## config.mk

```make
export PLATFORM = sky130hd
export DESIGN_NAME = adc_stat_core
export DESIGN_NICKNAME = d
export VERILOG_FILES = /design/src/rtl/adc_stat_pkg.sv /design/src/rtl/adc_stat_rdy.sv /design/src/rtl/adc_stat_store.sv /design/src/rtl/adc_stat_shift.sv /design/src/rtl/adc_stat_core.sv
export SDC_FILE = /design/constraint.sdc
export NUM_CORES = 1
export LEC_CHECK = 0
export ABC_AREA = 0
export BUFFER_PORTS_ARGS = -buffer_cell sky130_fd_sc_hd__buf_2
export CAP_MARGIN = 10
export CORE_ASPECT_RATIO = 1.5
export CORE_MARGIN = 3
export CORE_UTILIZATION = 41
export DETAILED_ROUTE_END_ITERATION = 8
export PLACE_DENSITY = 0.72
export SETUP_SLACK_MARGIN = 0.3
export SYNTH_ARGS = -nofsm -noshare
export SYNTH_HDL_FRONTEND = slang
export SYNTH_SLANG_ARGS = --single-unit
```

## constraint.sdc

```tcl
create_clock -name clk -period 2.5 [get_ports clk]
set_clock_uncertainty 0.1 [all_clocks]
set_input_delay 0.125 -clock clk [delete_from_list [all_inputs] [get_ports clk]]
set_output_delay 0.125 -clock clk [all_outputs]
set_load 0.02 [all_outputs]
```

## src/rtl/adc_stat_pkg.sv

```systemverilog
package adc_stat_pkg;
  localparam int STAT_W    = 8;
  localparam int CHAN_W    = 4;
  localparam int RDY_BIT   = 7;
  localparam int ERR_BIT   = 6;
  localparam int NOREF_BIT = 5;
  localparam int PAR_BIT   = 4;

  // Odd-ones detector over a zero-extended word
  function automatic logic odd_ones(input logic [63:0] v);
    return ^v;
  endfunction

  function automatic logic [STAT_W-1:0] pack_status(
    input logic rdy, input logic err, input logic noref,
    input logic par, input logic [CHAN_W-1:0] chan);
    logic [STAT_W-1:0] s;
    s = '0;
    s[RDY_BIT]        = rdy;
    s[ERR_BIT]        = err;
    s[NOREF_BIT]      = noref;
    s[PAR_BIT]        = par;
    s[CHAN_W-1:0]     = chan;
    return s;
  endfunction
endpackage

```

## src/rtl/adc_stat_rdy.sv

```systemverilog
module adc_stat_rdy (
  input  logic clk,
  input  logic rst_n,
  input  logic wr_stb,
  input  logic rd_stb,
  input  logic warn_stb,
  input  logic force_set,
  output logic rdy_q
);
  logic clr_evt, set_evt;
  assign clr_evt = wr_stb & ~force_set;
  assign set_evt = force_set | (~wr_stb & (rd_stb | warn_stb));

  always_ff @(posedge clk) begin
    if (!rst_n)       rdy_q <= 1'b1;
    else if (set_evt) rdy_q <= 1'b1;
    else if (clr_evt) rdy_q <= 1'b0;
  end

  a_r3_write_clears: assert property (@(posedge clk) disable iff (!rst_n)
    (wr_stb && !force_set) |=> !rdy_q);
  a_r4_read_warn_sets: assert property (@(posedge clk) disable iff (!rst_n)
    ((rd_stb || warn_stb) && !wr_stb) |=> rdy_q);
  a_r5_force_holds: assert property (@(posedge clk) disable iff (!rst_n)
    force_set |=> rdy_q);
  a_r11_write_wins: assert property (@(posedge clk) disable iff (!rst_n)
    (rd_stb && wr_stb && !force_set) |=> !rdy_q);
endmodule

```

## src/rtl/adc_stat_store.sv

```systemverilog
module adc_stat_store
  import adc_stat_pkg::*;
#(
  parameter int DATA_W = 24
) (
  input  logic              clk,
  input  logic              rst_n,
  input  logic              wr_stb,
  input  logic [DATA_W-1:0] wr_data,
  input  logic [CHAN_W-1:0] wr_chan,
  input  logic              wr_clamp,
  input  logic              ref_low,
  input  logic              refdet_en,
  input  logic              par_en,
  output logic [DATA_W-1:0] data_q,
  output logic              err_q,
  output logic              noref_q,
  output logic [CHAN_W-1:0] chan_q,
  output logic              par_bit
);
  logic noref_now;
  assign noref_now = refdet_en & ref_low;

  always_ff @(posedge clk) begin
    if (!rst_n) begin
      data_q  <= '0;
      err_q   <= 1'b0;
      chan_q  <= '0;
      noref_q <= 1'b0;
    end else begin
      noref_q <= noref_now;
      if (wr_stb) begin
        data_q <= noref_now ? {DATA_W{1'b1}} : wr_data;
        err_q  <= wr_clamp | noref_now;
        chan_q <= wr_chan;
      end
    end
  end

  assign par_bit = par_en & odd_ones(64'(data_q));

  a_r7_clamp_ones: assert property (@(posedge clk) disable iff (!rst_n)
    (wr_stb && refdet_en && ref_low) |=> (&data_q && err_q));
  a_r6_err_tracks: assert property (@(posedge clk) disable iff (!rst_n)
    (wr_stb && !wr_clamp && !(refdet_en && ref_low)) |=> !err_q);
  a_r12_hold: assert property (@(posedge clk) disable iff (!rst_n)
    !wr_stb |=> ($stable(data_q) && $stable(err_q) && $stable(chan_q)));
endmodule

```

## src/rtl/adc_stat_shift.sv

```systemverilog
module adc_stat_shift
  import adc_stat_pkg::*;
#(
  parameter int DATA_W = 24
) (
  input  logic              clk,
  input  logic              rst_n,
  input  logic              rd_stb,
  input  logic              append_en,
  input  logic [DATA_W-1:0] data_in,
  input  logic [STAT_W-1:0] stat_in,
  output logic              ser_out,
  output logic              ser_busy
);
  localparam int FRAME_W = DATA_W + STAT_W;
  localparam int CNT_W   = $clog2(FRAME_W + 1);

  logic [FRAME_W-1:0] sh_q;
  logic [CNT_W-1:0]   cnt_q;

  always_ff @(posedge clk) begin
    if (!rst_n) begin
      sh_q  <= '0;
      cnt_q <= '0;
    end else if (rd_stb) begin
      sh_q  <= {data_in, append_en ? stat_in : {STAT_W{1'b0}}};
      cnt_q <= append_en ? CNT_W'(FRAME_W) : CNT_W'(DATA_W);
    end else if (cnt_q != '0) begin
      sh_q  <= {sh_q[FRAME_W-2:0], 1'b0};
      cnt_q <= cnt_q - 1'b1;
    end
  end

  assign ser_busy = (cnt_q != '0);
  assign ser_out  = ser_busy & sh_q[FRAME_W-1];

  a_r10_count_down: assert property (@(posedge clk) disable iff (!rst_n)
    (ser_busy && !rd_stb) |=> (cnt_q == $past(cnt_q) - 1'b1));
  a_r10_idle_low: assert property (@(posedge clk) disable iff (!rst_n)
    !ser_busy |-> !ser_out);
endmodule

```

## src/rtl/adc_stat_core.sv

```systemverilog
module adc_stat_core
  import adc_stat_pkg::*;
#(
  parameter int DATA_W = 24
) (
  input  logic              clk,
  input  logic              rst_n,
  input  logic              wr_stb,
  input  logic [DATA_W-1:0] wr_data,
  input  logic [CHAN_W-1:0] wr_chan,
  input  logic              wr_clamp,
  input  logic              ref_low,
  input  logic              rd_stb,
  input  logic              warn_stb,
  input  logic              pwr_down,
  input  logic              idle,
  input  logic              sync_n,
  input  logic              par_en,
  input  logic              refdet_en,
  input  logic              append_en,
  output logic [STAT_W-1:0] status_byte,
  output logic [DATA_W-1:0] data_q,
  output logic              ser_out,
  output logic              ser_busy
);
  logic              force_set;
  logic              rdy_q, err_q, noref_q, par_bit;
  logic [CHAN_W-1:0] chan_q;

  assign force_set = pwr_down | idle | ~sync_n;

  adc_stat_rdy u_rdy (
    .clk(clk), .rst_n(rst_n), .wr_stb(wr_stb), .rd_stb(rd_stb),
    .warn_stb(warn_stb), .force_set(force_set), .rdy_q(rdy_q)
  );

  adc_stat_store #(.DATA_W(DATA_W)) u_store (
    .clk(clk), .rst_n(rst_n), .wr_stb(wr_stb), .wr_data(wr_data),
    .wr_chan(wr_chan), .wr_clamp(wr_clamp), .ref_low(ref_low),
    .refdet_en(refdet_en), .par_en(par_en), .data_q(data_q),
    .err_q(err_q), .noref_q(noref_q), .chan_q(chan_q), .par_bit(par_bit)
  );

  assign status_byte = pack_status(rdy_q, err_q, noref_q, par_bit, chan_q);

  adc_stat_shift #(.DATA_W(DATA_W)) u_shift (
    .clk(clk), .rst_n(rst_n), .rd_stb(rd_stb), .append_en(append_en),
    .data_in(data_q), .stat_in(status_byte), .ser_out(ser_out),
    .ser_busy(ser_busy)
  );

  a_r9_chan_on_write: assert property (@(posedge clk) disable iff (!rst_n)
    wr_stb |=> (status_byte[CHAN_W-1:0] == $past(wr_chan)));
  a_r8_parity_off: assert property (@(posedge clk) disable iff (!rst_n)
    !par_en |-> !status_byte[PAR_BIT]);
endmodule

```

==> metrics list <==
- The finished cells cover 0.00409 sq mm.
* Post-synth top flop: sky130_fd_sc_hd__dfxtp_1
- Buffers placed on the I/O ports in this run total 74.
- After legalization and detailed placement, the total HPWL measured ~4800 um.
- Layout cell share with drive strength beyond 1: 0.354
- After layout, the minimum clock period comes to approximately 2.2 ns.
- The setup path with the least slack is of type reg -> out.
- Number of iterations in the first detailed-routing pass: 4
* Number of buffers between clock root and the deepest sink: 2
- The startpoint identified for the worst register-to-register timing path is u_store.data_q[8].
* R2R Setup Slk: 0.82 ns
* Post-layout net count: 476
- Along the worst path, the maximum fanout reaches 3.
- The share of total power dissipated in sequential elements is 0.387.
* Category of the worst setup path launch point: flop
* Internal: 2.31 mW
* Worst path most repeated cell: sky130_fd_sc_hd__xnor2_2
- Measured along the x axis, the die boundary spans around 75 um.
- Clock power frac: 0.341
* Worst r2r dst: u_shift.sh_q[4]
- CTS saw between 60 and 70 sinks.
- Routed WL per cell: 15.2 um
- Wires add up to around 7900 um.
- Starting utilization of the core area: 0.426
- The share of synthesized area in the top cell type comes to 0.467.
- Ordered list of cells on the worst path: xnor2_4 > xnor2_2 > xnor2_2 > xnor3_1 > and2_4 > buf_6
- Number of design-rule violations left by the first detailed-router iteration: 214
* Worst Setup Slack, final: between 0.3 and 0.4 ns
* Number of enable-type register cells in the synthesized netlist: 0
- The tightest min-delay check is of the in -> reg type.
* Layout Utilization: 0.589
- Total grt overflow: 0
- Synthesis warning total: 0
- Unrepaired setup endpoints after global routing: true
- Met2 track demand over resource in global routing: 0.304
- Outcome: finished clean
- Pin count of the biggest net entering global routing: 42
* Filler-free cell count of the finished design: between 500 and 600
- Top library cells by usage in the layout, fill and taps aside: 86 x sky130_fd_sc_hd__nand2_1, 73 x sky130_fd_sc_hd__buf_2, 54 x sky130_fd_sc_hd__dfxtp_1
* Setup TNS: 0 ns
* Total cell area at the placement stage: 0.00335 sq mm
- Delay of the slowest cell on the worst path: 0.46 ns
- The number of max-slew violations in the final report was 0.
* Per-cell via count in the routed design: 5.40
* Depth of the worst hold-timing path: 4
- TritonCTS built the clock tree.
- Final hold analysis gives a worst-case slack of 0.0323 ns.
- The library cell used most frequently in the layout, excluding fill and tap cells, is sky130_fd_sc_hd__nand2_1.
- CTS root buf: sky130_fd_sc_hd__clkbuf_8
- Final critical-path share of the clock period: 0.869
- Crit. End Element: output port
* Post-route total power: ~3.3 mW
* Num ports: 75
* Total CTS buffers: 9
* Ant diodes: 0
* Number of instances in the synthesized netlist: 334
* Multi-input combinational cell area: 0.00152 sq mm
* Worst R2R Path Depth: 5
* Remaining max-slew budget at the tightest pin: 0.317
- Post-synthesis async set-or-reset flop share: 0
- Wire length of the first global-routing pass: between 10000 and 15000 um
- Based on the critical path, the design can be clocked at up to roughly 460 MHz.
* Placed insts: ~460
- Count of endpoints failing setup in the final report: 0
* Flip-flop and latch count after synthesis: 69
- Final hold viol count: 0
- The share of total power dissipated in combinational logic is 0.272.
* Critical Path Slowest Stage Cell: sky130_fd_sc_hd__xnor3_1
- Lkg Pwr: between 1.5 and 2 nW
- Die Footprint: 0.00829 sq mm
- The number of nets in the synthesized netlist is 377.
* Global routing met3 resource utilization: 0.0345
* Distinct cell type count of the synthesized netlist: 31
- MaxCap Viol Count: 0
- The floorplan has 37 rows.
* Via count: 2786
- Synthesis-to-finish area growth: 38.2%
* Clock latency reported for the late side of the worst-skew pair: 0.34 ns
- Of the total power, the share spent switching nets is 0.297.
- Registers take about 0.0014 sq mm.
* Cell types with the largest area share after synthesis: sky130_fd_sc_hd__dfxtp_1 47%, sky130_fd_sc_hd__nand2_1 11%, sky130_fd_sc_hd__o221a_2 9.5%, sky130_fd_sc_hd__a31oi_1 6.6%, sky130_fd_sc_hd__xnor2_1 5.6%
* Met1 track utilization from global routing: 0.256
* Largest area contributor in the netlist: sky130_fd_sc_hd__dfxtp_1
- Data on the critical path is required at its endpoint by 2.28 ns.
* Routed Antenna Nets: 0
- Initial antenna violation count: 0
* Mean instance size in the synthesized netlist: slightly below 9 sq um
* Total core area: between 0.006 and 0.007 sq mm
- Before CTS, the worst setup slack after placement is 0.629 ns.
- Endpoint arrival time on the critical path: 1.95 ns
- Height of the die: 110 um
- The path with the worst hold slack has its endpoint at u_shift.sh_q[4].
* Global Route Usage Sum: 0.195
* Most utilized layer in the global route result: met2
* Net switching power: 0.975 mW
* IR Drop Worst-Case VDD: about 0.64 mV
- Final weighted congestion in routability-driven placement: 0.757
- Critical hold path startpoint: par_en
- Fillcell total: 590
* Power Density: 803 mW/mm^2
- Transition time of the tightest slew-check pin: 1.02 ns
- H-Tree Level Count: 3
- Sequential element share of the synthesized area: 0.467
- Number of global-route vias before repair: 2588
- After clock tree synthesis, the clock-pin slew on the worst setup and hold paths is about 0.08 ns.
- After synthesis the cells add up to approximately 0.0030 sq mm.
- Total DRC errors in the routed layout: 0
how the worst max path moves through the flow:
stage                       startpoint              to  slack (ns)
floorplan            u_store.data_q[6]  status_byte[4]        0.66
global placement     u_store.data_q[5]  status_byte[4]        0.64
detailed placement   u_store.data_q[8]  status_byte[4]        0.63
CTS                  u_store.data_q[3]  status_byte[4]        0.31
global route        u_store.data_q[10]  status_byte[4]        0.24
finish               u_store.data_q[8]  status_byte[4]        0.33
logic make-up (layout without fill, tap and decap cells):
family                     after synthesis  after routing  share of synthesized area
adders and majority gates                2              2                    0.00846
buffers and inverters                   35            139                     0.0520
DFF                                     69             69                      0.467
muxes                                    5              5                     0.0169
xor gates and xnor gates                25             25                     0.0812
and+or+nand+nor                        110            110                      0.154
AOI/OAI and AO/OA                       88             88                      0.221
critical path, delay by kind of cell, from the launching register on:
kind	cells	cell delay (ns)
flip-flops	1	0.37
AND/OR/NAND/NOR	1	0.16
XOR/XNOR	4	0.95
buffers and inverters	1	0.12
synthesized netlist by cell type, types with 2 or more instances:
library cell and instances:
sky130_fd_sc_hd__ha_1 2, sky130_fd_sc_hd__xor2_1 4, sky130_fd_sc_hd__buf_4 5, sky130_fd_sc_hd__o21a_1 2, sky130_fd_sc_hd__and3_1 3, sky130_fd_sc_hd__buf_1 2
sky130_fd_sc_hd__nor2b_1 5, sky130_fd_sc_hd__a21oi_1 2, sky130_fd_sc_hd__o21ai_0 24, sky130_fd_sc_hd__a31oi_1 31, sky130_fd_sc_hd__mux2i_1 5, sky130_fd_sc_hd__inv_1 3
sky130_fd_sc_hd__dfxtp_1 69, sky130_fd_sc_hd__nand2_1 86, sky130_fd_sc_hd__and2_1 3, sky130_fd_sc_hd__nor2_1 6, sky130_fd_sc_hd__o221a_2 25, sky130_fd_sc_hd__buf_2 3
sky130_fd_sc_hd__clkbuf_1 21, sky130_fd_sc_hd__nor3_1 4, sky130_fd_sc_hd__xnor2_1 19
area by class of cell:
cell class	instances	share of cell area
clock buffer	10	0.0337
clock inverter	6	0.0269
inverter	4	0.00367
multi-input combinational	230	0.372
sequential	69	0.344
tap	78	0.0239
timing repair buffer	119	0.196
power groups by stage:
| stage | Combinational, mW | Clock [mW] | Sequential, mW |
|---|---|---|---|
| 2_1_floorplan | 0.535 | 0 | 1.31 |
| 4_1_cts | 0.838 | 1.14 | 1.26 |
| 3_5_place_dp | 0.761 | 0 | 1.28 |
| 3_3_place_gp | 0.759 | 0 | 1.28 |
| 5_1_grt | 0.975 | 1.19 | 1.28 |
| 6_report | 0.892 | 1.12 | 1.27 |
routing by layer:
layer  up-vias  wire length (um)
met2        90              3860
met4         0               220
met3        21               317
met1      1313              3460
li1       1362                 -
met5         -                 0
registers in the layout (all words and copies together) (netlist names):
name             cells
u_store.noref_q      1
u_shift.cnt_q        6
u_store.err_q        1
u_store.data_q      24
u_shift.sh_q        32
u_store.chan_q       4
u_rdy.rdy_q          1
repair_timing:
action / CTS / global route
endpoints found under the hold margin: 31 / 0
pin swaps: 8 / 3
buffers inserted: 1 / 3
resized for setup: 16 / 18
hold buffers: 33 / 0
endpoints found under the setup margin: 1 / 2
Power figures use the tool's default switching activity.
